[config.mk]
export PLATFORM = sky130hd
export DESIGN_NAME = xdata_sequencer
export DESIGN_NICKNAME = d
export VERILOG_FILES = /design/src/rtl/xds_pkg.sv /design/src/rtl/xds_waitreg.sv /design/src/rtl/xds_core.sv /design/src/rtl/xdata_sequencer.sv
export SDC_FILE = /design/constraint.sdc
export NUM_CORES = 1
export LEC_CHECK = 0
export ABC_AREA = 1
export CORE_MARGIN = 2
export CORE_UTILIZATION = 55
export CTS_CLUSTER_DIAMETER = 50
export DETAILED_ROUTE_END_ITERATION = 7
export DONT_BUFFER_PORTS = 1
export PLACE_DENSITY_LB_ADDON = 0.2
export SLEW_MARGIN = 20
export SYNTH_ARGS = -nofsm -noshare
export SYNTH_HDL_FRONTEND = slang
export SYNTH_SLANG_ARGS = --single-unit
[constraint.sdc]
create_clock -name clk -period 4.5 [get_ports clk]
set_clock_uncertainty 0.1 [all_clocks]
set_input_delay 0.225 -clock clk [delete_from_list [all_inputs] [get_ports clk]]
set_output_delay 0.225 -clock clk [all_outputs]
set_load 0.01 [all_outputs]
[src/rtl/xds_pkg.sv]
package xds_pkg;

    // Cycles of a transfer with no wait states: address, two strobe, closing.
    parameter int unsigned XFER_BASE_CYC = 4;

    // Which part of a transfer the next machine cycle belongs to.
    typedef enum logic [1:0] {
        SEG_IDLE,
        SEG_ADDR,
        SEG_STROBE,
        SEG_FINISH
    } seg_e;

endpackage

[src/rtl/xds_waitreg.sv]
module xds_waitreg #(
    parameter int                 REG_W    = 8,
    parameter int                 WS_W     = 3,
    parameter logic [REG_W-1:0]   SFR_ADDR = 'h9F
) (
    input  logic             clk,
    input  logic             rst_n,
    input  logic             we,
    input  logic [REG_W-1:0] addr,
    input  logic [REG_W-1:0] wdata,
    output logic [REG_W-1:0] rdata,
    output logic [WS_W-1:0]  wait_cnt
);

    localparam int PAD_W = REG_W - WS_W;

    logic [WS_W-1:0] wait_d, wait_q;

    always_comb begin
        wait_d = wait_q;
        if (we && (addr == SFR_ADDR)) begin
            wait_d = wdata[WS_W-1:0];
        end
    end

    always_ff @(posedge clk or negedge rst_n) begin
        if (!rst_n) begin
            wait_q <= '0;
        end else begin
            wait_q <= wait_d;
        end
    end

    assign rdata    = {{PAD_W{1'b0}}, wait_q};
    assign wait_cnt = wait_q;

    AST_WAIT_TAKES_WRITE: assert property (@(posedge clk) disable iff (!rst_n)
        (we && (addr == SFR_ADDR)) |=> (rdata[WS_W-1:0] == $past(wdata[WS_W-1:0])));
    AST_WAIT_IGNORES_OTHER: assert property (@(posedge clk) disable iff (!rst_n)
        (!we || (addr != SFR_ADDR)) |=> $stable(rdata));

endmodule

[src/rtl/xds_core.sv]
module xds_core
    import xds_pkg::*;
#(
    parameter int ADDR_W = 16,
    parameter int DATA_W = 8,
    parameter int WS_W   = 3,
    parameter int LEN_W  = 3
) (
    input  logic                     clk,
    input  logic                     rst_n,
    input  logic [LEN_W-1:0]         insn_len,
    input  logic                     req,
    input  logic                     req_we,
    input  logic [ADDR_W-1:0]        req_addr,
    input  logic [DATA_W-1:0]        req_wdata,
    input  logic [WS_W-1:0]          wait_cnt,
    input  logic [DATA_W-1:0]        ad_i,
    output logic                     second_half,
    output logic                     busy,
    output logic                     done,
    output logic [DATA_W-1:0]        rdata,
    output logic                     ale,
    output logic                     rd_n,
    output logic                     wr_n,
    output logic [DATA_W-1:0]        ad_o,
    output logic                     ad_oe,
    output logic [ADDR_W-DATA_W-1:0] a_hi
);

    localparam int MAX_CYC = XFER_BASE_CYC + (1 << WS_W) - 1;
    localparam int CNT_W   = $clog2(MAX_CYC + 1);

    typedef struct packed {
        logic               phase;
        logic               busy;
        logic [CNT_W-1:0]   cyc;
        logic [CNT_W-1:0]   span;
        logic               is_wr;
        logic [ADDR_W-1:0]  addr;
        logic [DATA_W-1:0]  wdata;
        logic [DATA_W-1:0]  rdata;
        logic [LEN_W-1:0]   rem;
        logic               ale;
        logic               rd_n;
        logic               wr_n;
        logic [DATA_W-1:0]  ad;
        logic               ad_oe;
        logic               done;
    } st_t;

    st_t  d, q;
    seg_e seg;

    always_comb begin
        d       = q;
        seg     = SEG_IDLE;
        d.phase = ~q.phase;
        if (!q.phase) begin
            // Mid-cycle edge: only the latch strobe falls.
            d.ale = 1'b0;
        end else if (q.busy && (q.cyc != q.span)) begin
            d.cyc = q.cyc + 1'b1;
            if (!q.is_wr && (d.cyc == q.span)) begin
                d.rdata = ad_i;
            end
            seg = (d.cyc == q.span) ? SEG_FINISH : SEG_STROBE;
        end else if (!q.busy && req) begin
            d.busy  = 1'b1;
            d.cyc   = CNT_W'(1);
            d.span  = CNT_W'(XFER_BASE_CYC) + CNT_W'(wait_cnt);
            d.is_wr = req_we;
            d.addr  = req_addr;
            d.wdata = req_wdata;
            d.rem   = '0;
            seg     = SEG_ADDR;
        end else begin
            d.busy  = 1'b0;
            d.cyc   = '0;
            d.is_wr = 1'b0;
            d.addr  = '0;
            if (q.rem == '0) begin
                d.ale = 1'b1;
                d.rem = (insn_len > LEN_W'(1)) ? insn_len - 1'b1 : '0;
            end else begin
                d.ale = 1'b0;
                d.rem = q.rem - 1'b1;
            end
        end

        if (q.phase) begin
            unique case (seg)
                SEG_ADDR: begin
                    d.ale   = 1'b1;
                    d.ad    = d.addr[DATA_W-1:0];
                    d.ad_oe = 1'b1;
                    d.rd_n  = 1'b1;
                    d.wr_n  = 1'b1;
                    d.done  = 1'b0;
                end
                SEG_STROBE, SEG_FINISH: begin
                    d.ale   = 1'b0;
                    d.ad    = q.is_wr ? q.wdata : '0;
                    d.ad_oe = q.is_wr;
                    d.rd_n  = (seg == SEG_FINISH) || q.is_wr;
                    d.wr_n  = (seg == SEG_FINISH) || !q.is_wr;
                    d.done  = (seg == SEG_FINISH);
                end
                default: begin
                    d.ad    = '0;
                    d.ad_oe = 1'b0;
                    d.rd_n  = 1'b1;
                    d.wr_n  = 1'b1;
                    d.done  = 1'b0;
                end
            endcase
        end
    end

    always_ff @(posedge clk or negedge rst_n) begin
        if (!rst_n) begin
            q      <= '0;
            q.rd_n <= 1'b1;
            q.wr_n <= 1'b1;
        end else begin
            q <= d;
        end
    end

    assign second_half = q.phase;
    assign busy        = q.busy;
    assign done        = q.done;
    assign rdata       = q.rdata;
    assign ale         = q.ale;
    assign rd_n        = q.rd_n;
    assign wr_n        = q.wr_n;
    assign ad_o        = q.ad;
    assign ad_oe       = q.ad_oe;
    assign a_hi        = q.addr[ADDR_W-1:DATA_W];

    // Clocks spent busy, for the transfer length check.
    logic [CNT_W:0] chk_ticks;
    always_ff @(posedge clk or negedge rst_n) begin
        if (!rst_n) begin
            chk_ticks <= '0;
        end else begin
            chk_ticks <= q.busy ? chk_ticks + 1'b1 : '0;
        end
    end

    AST_XFER_LENGTH: assert property (@(posedge clk) disable iff (!rst_n)
        $fell(q.busy) |-> (chk_ticks == {$past(q.span), 1'b0}));
    AST_DONE_BEFORE_IDLE: assert property (@(posedge clk) disable iff (!rst_n)
        $fell(q.busy) |-> $past(q.done));
    AST_STROBE_ONLY_BUSY: assert property (@(posedge clk) disable iff (!rst_n)
        (!q.rd_n || !q.wr_n) |-> q.busy);
    AST_SPAN_FROZEN: assert property (@(posedge clk) disable iff (!rst_n)
        (q.busy && $past(q.busy)) |-> $stable(q.span));
    AST_ALE_FIRST_HALF: assert property (@(posedge clk) disable iff (!rst_n)
        q.phase |-> !q.ale);
    AST_STROBES_EXCLUSIVE: assert property (@(posedge clk) disable iff (!rst_n)
        !(!q.rd_n && !q.wr_n));

endmodule

[src/rtl/xdata_sequencer.sv]
module xdata_sequencer #(
    parameter int          ADDR_W   = 16,
    parameter int          DATA_W   = 8,
    parameter int          WS_W     = 3,
    parameter int          LEN_W    = 3,
    parameter logic [7:0]  SFR_ADDR = 8'h9F
) (
    input  logic                     clk,
    input  logic                     rst_n,
    output logic                     second_half,
    input  logic [LEN_W-1:0]         insn_len,
    input  logic                     req,
    input  logic                     req_we,
    input  logic [ADDR_W-1:0]        req_addr,
    input  logic [DATA_W-1:0]        req_wdata,
    output logic                     busy,
    output logic                     done,
    output logic [DATA_W-1:0]        rdata,
    input  logic                     sfr_we,
    input  logic [7:0]               sfr_addr,
    input  logic [7:0]               sfr_wdata,
    output logic [7:0]               sfr_rdata,
    output logic                     ale,
    output logic                     rd_n,
    output logic                     wr_n,
    output logic [DATA_W-1:0]        ad_o,
    output logic                     ad_oe,
    input  logic [DATA_W-1:0]        ad_i,
    output logic [ADDR_W-DATA_W-1:0] a_hi
);

    logic [WS_W-1:0] wait_cnt;

    xds_waitreg #(
        .REG_W    (8),
        .WS_W     (WS_W),
        .SFR_ADDR (SFR_ADDR)
    ) u_waitreg (
        .clk      (clk),
        .rst_n    (rst_n),
        .we       (sfr_we),
        .addr     (sfr_addr),
        .wdata    (sfr_wdata),
        .rdata    (sfr_rdata),
        .wait_cnt (wait_cnt)
    );

    xds_core #(
        .ADDR_W (ADDR_W),
        .DATA_W (DATA_W),
        .WS_W   (WS_W),
        .LEN_W  (LEN_W)
    ) u_core (
        .clk         (clk),
        .rst_n       (rst_n),
        .insn_len    (insn_len),
        .req         (req),
        .req_we      (req_we),
        .req_addr    (req_addr),
        .req_wdata   (req_wdata),
        .wait_cnt    (wait_cnt),
        .ad_i        (ad_i),
        .second_half (second_half),
        .busy        (busy),
        .done        (done),
        .rdata       (rdata),
        .ale         (ale),
        .rd_n        (rd_n),
        .wr_n        (wr_n),
        .ad_o        (ad_o),
        .ad_oe       (ad_oe),
        .a_hi        (a_hi)
    );

endmodule

==> results.toml <==
[drt]
detail_route.wirelength_mm = 5.30
routed_wire_per_std_cell_um = 12.9
drt-pass1-iter-count = 4
route.detailed.vias_per_inst = 4.85
detailedRoute.firstIterationViolations = 76
drt_drc_violations_left = 0
vias = 1990
antenna_left = 0

[synthesis]
synth_compound_gate_area_share_pct = 4.88
synth_top_cells_by_count = "nand2_1, dfrtp_1, buf_4, nand3_1, inv_1"
synth.area.mux_share_pct = 0
post_synth_instance_area_mm2 = 0.00272
number_of_flops_mapped_to_enable_cells_by_yosys = 0
async_set_reset_flop_share_out_of_synthesis_pct = 100
synth_seq_cells = 54
synth_xor_area_share_pct = 0.644
synth_top_area_cell = "dfrtp_1"
yosysWarningCount = 0
synth_top_cells_by_area = "dfrtp_1, nand2_1, buf_4"
synth_cell_types = 33
most_frequently_used_cell_type_in_the_post_synthesis_netlist = "nand2_1"
synth_largest_type_area_fraction_pct = 47.9
postSynthAreaPerCell_um2 = 8.29
synth_top_family_by_area = "simple AND/OR/NAND/NOR gates"
synth_fa_ha_area_share_pct = 2.30
synth_simple_gate_area_share_pct = 28.9
primary_ff_master_synth = "dfrtp_1"
yosysSeqAreaShare_pct = 49.8
syn_inst = 328

[worst_setup_path]
cp_top_family = "buffers and inverters"
criticalPathCategory = "register to register"
worst_path_max_delay_cell = "dfrtp_1"
worst_path_most_repeated_cell = "inv_1"
critical_path_depth = 6
critPathMaxFanout = 31
endpoint_kind = "register"
required_time_at_the_worst_slack_endpoint_ps = 4640
worstPathBufferInverterCount = 3
critPathMaxStageDelay_ps = 620
worstPathCellList = "inv_1, nor2_2, buf_4, inv_1, nor2_1, o21bai_1"
worst-endpoint-arrival_ps = 2440
crit_path_start_kind = "register"
worstRegToRegCells = 6

[global_routing]
first_global_vias = 2028
grt_first_pass_wirelength_mm = 8.84
pin_count_of_the_biggest_net_entering_global_routing = 55
grt_remaining_overflow = 0
antenna_found_initial = 0
globalRouteTotalUtil_pct = 20.9

[placement]
final_estimated_routing_congestion_in_global_placement = 0.795
pre_cts_slack_ps = 2170
port-buffer-count = 0
dp.final_hpwl_mm = 3.41

[die]
die_width_um = 74.3
die_height_um = 74.3
number_of_rows_created_at_floorplan = 25
coreArea_mm2 = 0.00475
boundaryPins = 95
fp.dieArea_mm2 = 0.00552
initial_core_util_pct = 57.2

[cells_and_area]
nets = 403
final-seq-area_mm2 = 0.00135
drive_gt1_share_pct = 8.45
fillerInstances = 401
finalCoreUtilization_pct = 64.9
syn2layout_area_growth_pct = 13.5
diodes = 0
multi_input_area_mm2 = 0.00102

[clocking]
clk_root_buffer_cell = "clkbuf_8"
cts.htree.levels = 2
tritoncts.num_buffers = 5
cts_setup_buffers = 0
tritoncts = "built"
clk_pin_slew_worst_paths_ps = 100
cts_sinks = 54
source_to_sink_clock_delay_at_the_later_pin_of_the_worst_skew_pair_ps = 310
clock_tree.buffer_depth = 2

[sta]
grt_setup_unrepaired = "false"
max_slew_margin_pct = 64.5
finalHoldViolations = 0
setup_tns_ps = 0
timing.hold.ws_ps = 28.8
drv_slew = 0
layout_worst_path_cycle_share_pct = 51.2
setup_viol = 0
max_clock_freq_ghz = 0.434
post-route-worst-setup-slack_ps = 2200
tightest_slew_ps = 532
finalWorstPathRequiredPeriod_ps = 2300

[power_and_ir_drop]
sum_of_internal_switching_and_leakage_power_mw = 1.48
static-leakage-power_nw = 1.55
vdd_drop_max_uv = 209
power_density_mw_per_mm2 = 479

[hold_path]
hp-class = "input port to register"
worst_hold_path.num_cells = 3

[run_status]
run_status = "completed"

[flow_run]
maxCapViolCount = 0
[worst paths after layout]
kind,startpoint,endpoint,slack (ps)
setup / recovery,u_core.second_half$_DFF_PN0_,u_core.q[51]$_DFFE_PN0P_,2200
hold / removal,insn_len[0],u_core.q[13]$_DFFE_PN0P_,30
setup reg to reg,u_core.second_half$_DFF_PN0_,u_core.q[51]$_DFFE_PN0P_,2200
hold reg to reg,u_core.q[48]$_DFFE_PN0P_,u_core.wr_n$_DFFE_PN1P_,380
max in group asynchronous,rst_n,u_core.rd_n$_DFFE_PN1P_,3680
min in group asynchronous,rst_n,u_core.q[54]$_DFFE_PN0P_,350
[flip-flops by register name, indices dropped and copies added, names as in the netlist]
signal and cells:
u_core.a_hi 8, u_core.ad_o 8, u_core.ad_oe 1, u_core.ale 1, u_core.busy 1, u_core.done 1, u_core.q 20, u_core.rd_n 1
u_core.rdata 8, u_core.second_half 1, u_core.wr_n 1, u_waitreg.wait_cnt 3
[power by group]
part	leakage (nW)	switching [mW]	internal, mW	total (mW)
registers	0.663	0.118	0.604	0.722
clock network	0.0563	0.163	0.170	0.333
logic	0.828	0.263	0.160	0.422
total	1.55	0.543	0.934	1.48
[worst reg2reg max path, cell delays in order, from the launching register on]
cell	delay [ps]
dfrtp_1	620
inv_1	380
nor2_2	180
buf_4	310
inv_1	310
nor2_1	210
o21bai_1	120
[logic make-up after synthesis]
kind of cell | count (synthesis)
AND/OR/NAND/NOR | 179
flip-flops | 54
buffers and inverters | 63
other | 1
adder cells (fa/ha/maj) | 5
AO/OA/AOI/OAI | 24
XOR/XNOR | 2
[per-layer routing]
metal | up-vias | track usage [%] | share of wire, %
li1 | 1013 | - | -
met1 | 907 | 25.9 | 43
met2 | 64 | 36.3 | 49
met3 | 6 | 5.83 | 6.7
met4 | 0 | 5.56 | 0.96
met5 | - | 0 | 0
[timing repair]
action | in CTS | in global routing
endpoints found under the hold margin | 90 | 0
hold buffers | 38 | 0
gates resized for setup | 0 | 0
[cells in the final DEF, fill, tap and decap left out, types with 3 or more instances in the layout]
cell type | synthesis | layout
clkbuf_8 | 0 | 5
dfrtp_1 | 52 | 52
o21ai_0 | 15 | 15
dlygate4sd3_1 | 0 | 37
a21oi_1 | 3 | 3
inv_1 | 22 | 22
ha_1 | 5 | 5
nand3_1 | 23 | 23
nand2_2 | 3 | 3
nand2_1 | 126 | 126
conb_1 | 1 | 5
nor2_1 | 15 | 14
[cell type report]
type | count | share of cell area (%)
sequential | 54 | 43.9
inverter | 27 | 3.37
clock inverter | 3 | 1.58
multi-input combinational | 215 | 33.1
tap | 67 | 2.72
timing repair buffer | 39 | 13.1
clock buffer | 5 | 2.23
[through the flow]
stage / area, um^2 / instances
finish: 3090 / 410
floorplan: 2730 / 332
global route: 3090 / 410
CTS: 3090 / 410
global placement: 2570 / 364
detailed placement: 2570 / 364
No activity file was read; power rests on OpenSTA's default activity.
